### src/rtl/combo_op_unit.sv
module combo_op_unit #(
  parameter logic [7:0] MAGIC = 8'hEE
) (
  input  logic [3:0] op,
  input  logic [7:0] a_in,
  input  logic [7:0] x_in,
  input  logic [7:0] y_in,
  input  logic [7:0] s_in,
  input  logic [7:0] operand,
  input  logic       c_in,
  input  logic       d_in,
  input  logic       n_in,
  input  logic       z_in,
  input  logic       v_in,
  input  logic [7:0] addr_hi,
  input  logic       page_adj,
  output logic [7:0] a_out,
  output logic [7:0] x_out,
  output logic [7:0] s_out,
  output logic [7:0] store_data,
  output logic [7:0] addr_hi_out,
  output logic       c_out,
  output logic       n_out,
  output logic       z_out,
  output logic       v_out
);
  localparam logic [3:0] OP_MASKAX = 4'd1, OP_MASKLD = 4'd2, OP_ANDC = 4'd3,
                         OP_ANDSH = 4'd4, OP_ANDROT = 4'd5, OP_ANDSUB = 4'd6,
                         OP_STKLD = 4'd7, OP_STAX = 4'd8, OP_STX = 4'd9,
                         OP_STY = 4'd10, OP_STSP = 4'd11;

  wire [7:0] m      = a_in & operand;
  wire [7:0] ax     = a_in & x_in;
  wire [7:0] magic  = (a_in | MAGIC) & operand;
  wire [7:0] rot    = {c_in, m[7:1]};
  wire [8:0] diff   = {1'b0, ax} - {1'b0, operand};
  wire [7:0] lmask  = s_in & operand;
  wire [7:0] hi_m   = page_adj ? addr_hi : addr_hi + 8'd1;
  wire       lo_fix = ({1'b0, m[3:0]} + {4'b0, m[0]}) > 5'd5;
  wire [8:0] hsum   = {1'b0, m & 8'hF0} + {1'b0, m & 8'h10};
  wire       hi_fix = hsum > 9'h050;
  wire [7:0] rot_lo = lo_fix ? {rot[7:4], rot[3:0] + 4'd6} : rot;
  wire [7:0] rot_d  = hi_fix ? rot_lo + 8'h60 : rot_lo;

  logic [7:0] nz_src;
  logic       nz_en;
  logic [7:0] st_src;
  logic       st_en;

  always_comb begin
    a_out  = a_in;
    x_out  = x_in;
    s_out  = s_in;
    c_out  = c_in;
    v_out  = v_in;
    nz_src = 8'h00;
    nz_en  = 1'b0;
    st_src = 8'h00;
    st_en  = 1'b0;
    case (op)
      OP_MASKAX: begin a_out = magic & x_in; nz_src = a_out; nz_en = 1'b1; end
      OP_MASKLD: begin a_out = magic; x_out = magic; nz_src = magic; nz_en = 1'b1; end
      OP_ANDC:   begin a_out = m; c_out = m[7]; nz_src = m; nz_en = 1'b1; end
      OP_ANDSH:  begin a_out = {1'b0, m[7:1]}; c_out = m[0]; nz_src = a_out; nz_en = 1'b1; end
      OP_ANDROT: begin
        nz_src = rot;
        nz_en  = 1'b1;
        v_out  = rot[6] ^ rot[5];
        if (d_in) begin
          a_out = rot_d;
          c_out = hi_fix;
        end else begin
          a_out = rot;
          c_out = rot[6];
        end
      end
      OP_ANDSUB: begin x_out = diff[7:0]; c_out = ~diff[8]; nz_src = diff[7:0]; nz_en = 1'b1; end
      OP_STKLD:  begin a_out = lmask; x_out = lmask; s_out = lmask; nz_src = lmask; nz_en = 1'b1; end
      OP_STAX:   begin st_src = ax;   st_en = 1'b1; end
      OP_STX:    begin st_src = x_in; st_en = 1'b1; end
      OP_STY:    begin st_src = y_in; st_en = 1'b1; end
      OP_STSP:   begin st_src = ax; s_out = ax; st_en = 1'b1; end
      default: ;
    endcase
  end

  assign n_out       = nz_en ? nz_src[7] : n_in;
  assign z_out       = nz_en ? (nz_src == 8'h00) : z_in;
  assign store_data  = st_en ? (st_src & hi_m) : 8'h00;
  assign addr_hi_out = (st_en && page_adj) ? store_data : addr_hi;
endmodule


### config.mk
export PLATFORM = sky130hd
export DESIGN_NAME = combo_op_unit
export DESIGN_NICKNAME = d
export VERILOG_FILES = /design/src/rtl/combo_op_unit.sv
export SDC_FILE = /design/constraint.sdc
export NUM_CORES = 1
export LEC_CHECK = 0
export CORE_AREA = 2 2 78 80
export DETAILED_ROUTE_END_ITERATION = 16
export DIE_AREA = 0 0 80 82
export MAX_ROUTING_LAYER = met4
export PLACE_DENSITY = 0.84
export RECOVER_POWER = 100
export SLEW_MARGIN = 20
export SYNTH_ARGS = -nofsm -noshare
export SYNTH_HDL_FRONTEND = slang
export SYNTH_SLANG_ARGS = --single-unit
### constraint.sdc
create_clock -name vclk -period 5.6
set_clock_uncertainty 0.05 [all_clocks]
set_input_delay 1.12 -clock vclk [all_inputs]
set_output_delay 1.12 -clock vclk [all_outputs]
set_load 0.02 [all_outputs]
==> flow_summary.json, run 1 <==
{
  "status": "completed",
  "period_share_pct": 96.1,
  "diodes": 0,
  "final_cell_mix": "clkdlybuf4s50_1 (61), nand2_1 (40), dlygate4sd3_1 (40)",
  "grt_max_degree": 23,
  "final_common_cell": "clkdlybuf4s50_1",
  "utilization_pct": 59.6,
  "synth-adder-area-share_pct": 8.34,
  "overflow": 0,
  "fin_hold_ws_ns": 3.12,
  "maxCapViolations": 0,
  "fin_nets": 540,
  "drc": 0,
  "ant_nets": 0,
  "hold_viol": 0,
  "synth_compound_area_share_pct": 39.4,
  "synth_top_family_by_area": "compound AO/OA/AOI/OAI gates",
  "synthesis.nets": 428,
  "cp-end-kind": "output pin",
  "dieArea_um2": 6560,
  "power.total_mw": 0.298,
  "max_slew.worst_pin.slew_ns": 1.14,
  "antenna_found_initial": 0,
  "fill_cells": 564,
  "synth-simple-area-share_pct": 32.8,
  "register_area_um2": 0,
  "netlist_instances": 356,
  "syn_to_final_growth_pct": 56.4,
  "drt_first_iter_violations": 353,
  "gp_congestion": 0.986,
  "criticalPathCategory": "in -> out",
  "initial_utilization_pct": 38.1,
  "pre_cts_slack_ns": -0.0154,
  "grt_pass1_wl_um": 14500,
  "wl_um": 9340,
  "syn_area_per_cell_um2": 6.15,
  "post-cts-setup-buffers": 0,
  "slew_viol_final": 0,
  "grt_setup_unrepaired": "false",
  "track_usage_pct": 28.2,
  "critical_path_required_ns": 4.43,
  "ys_seq_area_share_pct": 0,
  "die_w_um": 80,
  "rows": 28,
  "wl_per_cell_um": 17.3,
  "netlist_area_um2": 2190,
  "nClkBuffers": 0,
  "p_leak_nw": 1.50,
  "vias": 3223,
  "via_per_inst": 5.96,
  "design_area_um2": 3430,
  "flops_and_latches": 0,
  "die_y_um": 82,
  "arrival_ns": 4.21,
  "hp-class": "in -> out",
  "ys_warn_count": 0,
  "core_area_um2": 5750,
  "synth_cell_types": 63,
  "cp-start-kind": "primary input",
  "muxShareOfSynthArea_pct": 3.83,
  "setup_ws_ns": 0.216,
  "placed_cell_area_um2": 3430,
  "io_buffer_count": 102,
  "p_per_area_nw_per_um2": 87.0,
  "grt_pass1_vias": 3027,
  "layout-drive-gt1-share_pct": 8.80,
  "dp_hpwl_um": 7700,
  "slew_headroom_pct": 23.2,
  "synth_xor_area_share_pct": 6.00,
  "critical_path.max_fanout": 2,
  "dr.pass1.iters": 5,
  "ir_worst_vdd_mv": 0.0496,
  "ios": 102,
  "setup_viol": 0,
  "fmax_mhz": 186,
  "fin_crit_ns": 5.38
}
layer usage:
metal / wire length, um / track usage, % / up-vias / part of all wire (%)
li1: - / - / 1540 / -
met1: 3810 / 34.0 / 1449 / 41
met2: 4280 / 49.8 / 202 / 46
met3: 932 / 2.75 / 32 / 10
met4: 309 / 8.31 / 0 / 3.3
met5: 0 / - / - / 0
synthesized netlist by cell type (7+ instances only):
library cell | number | area (um2)
clkbuf_1 | 15 | 56.3
nand2b_1 | 8 | 50.1
nand3_1 | 16 | 80.1
xor2_1 | 7 | 61.3
a22oi_1 | 14 | 105
ha_1 | 13 | 163
nor3_1 | 12 | 60.1
inv_1 | 30 | 113
nor2_1 | 24 | 90.1
o22ai_1 | 8 | 50.1
o21ai_0 | 18 | 90.1
xnor2_1 | 8 | 70.1
a21oi_1 | 30 | 150
nor2b_1 | 8 | 50.1
nand2_1 | 40 | 150
kinds of logic (layout without fill, tap and decap cells):
family,count (synthesis),count (layout)
AOI/OAI and AO/OA,128,128
xor gates and xnor gates,15,15
adders and majority gates,14,14
buffers and inverters,52,162
muxes,8,8
and+or+nand+nor,139,139
per-stage QoR:
stage / std cells / setup TNS [ns]
after floorplan: 356 / 0
after global placement: 541 / 0
after detailed placement: 541 / -0.0154
after CTS: 541 / 0
after global routing: 541 / 0
final: 541 / 0
path summary, 6_finish.rpt:
check     from  endpoint  cells past startpoint
max    x_in[0]     z_out                     11
min       z_in     z_out                      4
critical path: stages:
cell             delay, ns
clkdlybuf4s50_1       0.51
nand2_1               0.11
ha_1                  0.22
fa_1                  0.40
nand2b_1              0.18
a21oi_1               0.21
mux2i_1               0.11
a211o_1               0.28
or3b_1                0.37
o31ai_1               0.32
dlygate4sd2_1         0.38
report_power, final:
part	internal [mW]	total [mW]	switching, mW
Sequential	0	0	0
Clock	0	0	0
Combinational	0.139	0.298	0.159
Total	0.139	0.298	0.159
what timing repair did:
item | 4_1_cts | 5_1_grt
hold buffers | 0 | 0
resized for setup | 1 | 0
setup endpoints to repair | 1 | 0
cell type report:
| type | count | area (um2) | share of cell area (%) |
|---|---|---|---|
| tap | 75 | 93.8 | 2.74 |
| multi-input combinational | 304 | 1980 | 57.8 |
| timing repair buffer | 132 | 1240 | 36.2 |
| inverter | 30 | 113 | 3.29 |
Power figures use the tool's default switching activity.
==> inputs of run 2 (changes only) <==
--- a/config.mk
+++ b/config.mk
@@ -5,11 +5,11 @@
 export SDC_FILE = /design/constraint.sdc
 export NUM_CORES = 1
 export LEC_CHECK = 0
-export CORE_AREA = 2 2 78 80
+export CORE_AREA = 2 2 73 75
 export DETAILED_ROUTE_END_ITERATION = 16
-export DIE_AREA = 0 0 80 82
+export DIE_AREA = 0 0 75 77
 export MAX_ROUTING_LAYER = met4
-export PLACE_DENSITY = 0.84
+export PLACE_DENSITY = 0.93
 export RECOVER_POWER = 100
 export SLEW_MARGIN = 20
 export SYNTH_ARGS = -nofsm -noshare
==> run 2 against run 1 <==
Net effect:
- non-clock buffer count is 1 higher
- sequential share of layout area stayed put
- via count is 1.7% higher
- power is 0.41% higher
- count of clock-buffer cells in the layout stayed put
- routed wire length is 0.21% lower
- first-iteration DRC count is 18% lower
- combinational power hardly changed
- setup slack better by 0.057 ns
- critical path depth is 1 higher
==> flow_summary.json, run 2 (same netlist as run 1, synthesis figures left out) <==
{
  "diodes": 0,
  "setup_ws_ns": 0.273,
  "ios": 102,
  "core_area_um2": 4980,
  "rows": 26,
  "slew_viol_final": 0,
  "period_share_pct": 95.1,
  "arrival_ns": 4.16,
  "p_per_area_nw_per_um2": 86.9,
  "grt_max_degree": 27,
  "vias": 3279,
  "p_leak_nw": 1.52,
  "max_stage_delay_ns": 0.70,
  "hold_viol": 0,
  "ant_nets": 0,
  "setup_viol": 0,
  "initial_utilization_pct": 44.0,
  "final_cell_mix": "clkdlybuf4s50_1 (58), dlygate4sd3_1 (43), nand2_1 (40)",
  "nClkBuffers": 0,
  "critical_path.max_fanout": 2,
  "drc": 0,
  "layout-drive-gt1-share_pct": 9.21,
  "hold_start": "z_in",
  "dr.pass1.iters": 5,
  "final_common_cell": "clkdlybuf4s50_1",
  "cp-start-kind": "primary input",
  "instances_no_fill": 537,
  "via_per_inst": 6.11,
  "hp-class": "in -> out",
  "fin_crit_ns": 5.33,
  "register_area_um2": 0,
  "ir_worst_vdd_mv": 0.0465,
  "die_w_um": 75,
  "die_y_um": 77,
  "tns_ns": 0,
  "place_inst": 537,
  "dp_hpwl_um": 7620,
  "whs_path_depth": 4,
  "syn_to_final_growth_pct": 57.2,
  "crit_chain": "clkdlybuf4s50_1 -> nand2_1 -> ha_1 -> fa_1 -> nand2b_1 -> a21oi_1 -> buf_4 -> o21a_1 -> o21ai_0 -> a21o_1 -> a31oi_1 -> dlygate4sd3_1",
  "wl_per_cell_um": 17.3,
  "slew_headroom_pct": 60.5,
  "antenna_found_initial": 0,
  "pre_cts_slack_ns": 0.0121,
  "wl_um": 9320,
  "critical_path_required_ns": 4.43,
  "dieArea_um2": 5780,
  "grt_pass1_vias": 3059,
  "cp-end-kind": "output pin",
  "drt_first_iter_violations": 289,
  "whs_endpoint": "z_out",
  "grt_pass1_wl_um": 14400,
  "gp_congestion": 0.945,
  "track_usage_pct": 32.1,
  "io_buffer_count": 102,
  "critical-path-slowest-cell": "dlygate4sd3_1",
  "status": "completed",
  "crit_buf_inv": 3,
  "grt_setup_unrepaired": "false",
  "overflow": 0,
  "criticalPathCategory": "in -> out",
  "fin_nets": 541,
  "fmax_mhz": 188,
  "post-cts-setup-buffers": 0,
  "max_slew.worst_pin.slew_ns": 0.585,
  "cp_top_family": "buffers and inverters",
  "fill_cells": 433,
  "maxCapViolations": 0,
  "flops_and_latches": 0
}
## run 2: cell types whose count changed in the layout (fill, tap and decap cells not counted), sizes merged
| cell | previous run | this run |
|---|---|---|
| clkbuf | 1 | 0 |
| buf | 29 | 31 |
| dlygate4sd3 | 40 | 43 |
| clkdlybuf4s50 | 61 | 58 |
## run 2: per-stage QoR
stage          hold slack (ns)  area (um2)  power, mW  utilization [%]
3_5_place_dp              3.25        3450      0.304             69.2
3_3_place_gp              3.25        3450      0.299             69.2
5_1_grt                   3.12        3440      0.322             69.2
2_1_floorplan             2.31        2190      0.158                -
4_1_cts                   3.07        3440      0.305             69.2
6_report                  3.08        3440      0.299             69.2
## run 2: layer usage
metal | vias to the layer above | share of wire [%] | global-route usage, %
met5 | - | 0 | -
met4 | 0 | 3.6 | 9.11
met3 | 31 | 9.8 | 2.50
met2 | 212 | 48 | 55.4
met1 | 1493 | 39 | 39.0
li1 | 1543 | - | -
## run 2: area by class of cell
type | instances | area, um2 | area share [%]
multi-input combinational | 304 | 1980 | 57.5
inverter | 30 | 113 | 3.27
tap | 70 | 87.6 | 2.54
timing repair buffer | 133 | 1260 | 36.7
## run 2: where the power goes
| group | switching [mW] | total (mW) | internal (mW) |
|---|---|---|---|
| logic | 0.159 | 0.299 | 0.140 |
| registers | 0 | 0 | 0 |
| clock network | 0 | 0 | 0 |
## run 2: worst max-delay path by stage
stage	to	slack (ns)	cells past startpoint	startpoint
after floorplan	z_out	0.98	9	x_in[0]
after global placement	z_out	0.02	11	a_in[0]
after detailed placement	z_out	0.01	11	a_in[0]
after CTS	z_out	0.29	11	a_in[0]
after global routing	z_out	0.13	11	a_in[0]
final	c_out	0.27	12	x_in[0]
## run 2: timing repair
item / CTS / global route
resized for setup: 1 / 0
setup endpoints to repair: 1 / 0
hold buffers: 0 / 0
## run 2: worst min-delay path: stages
cell and delay, ns:
clkdlybuf4s50_1 0.40, o21ai_0 0.09, o31ai_1 0.08, dlygate4sd2_1 0.32
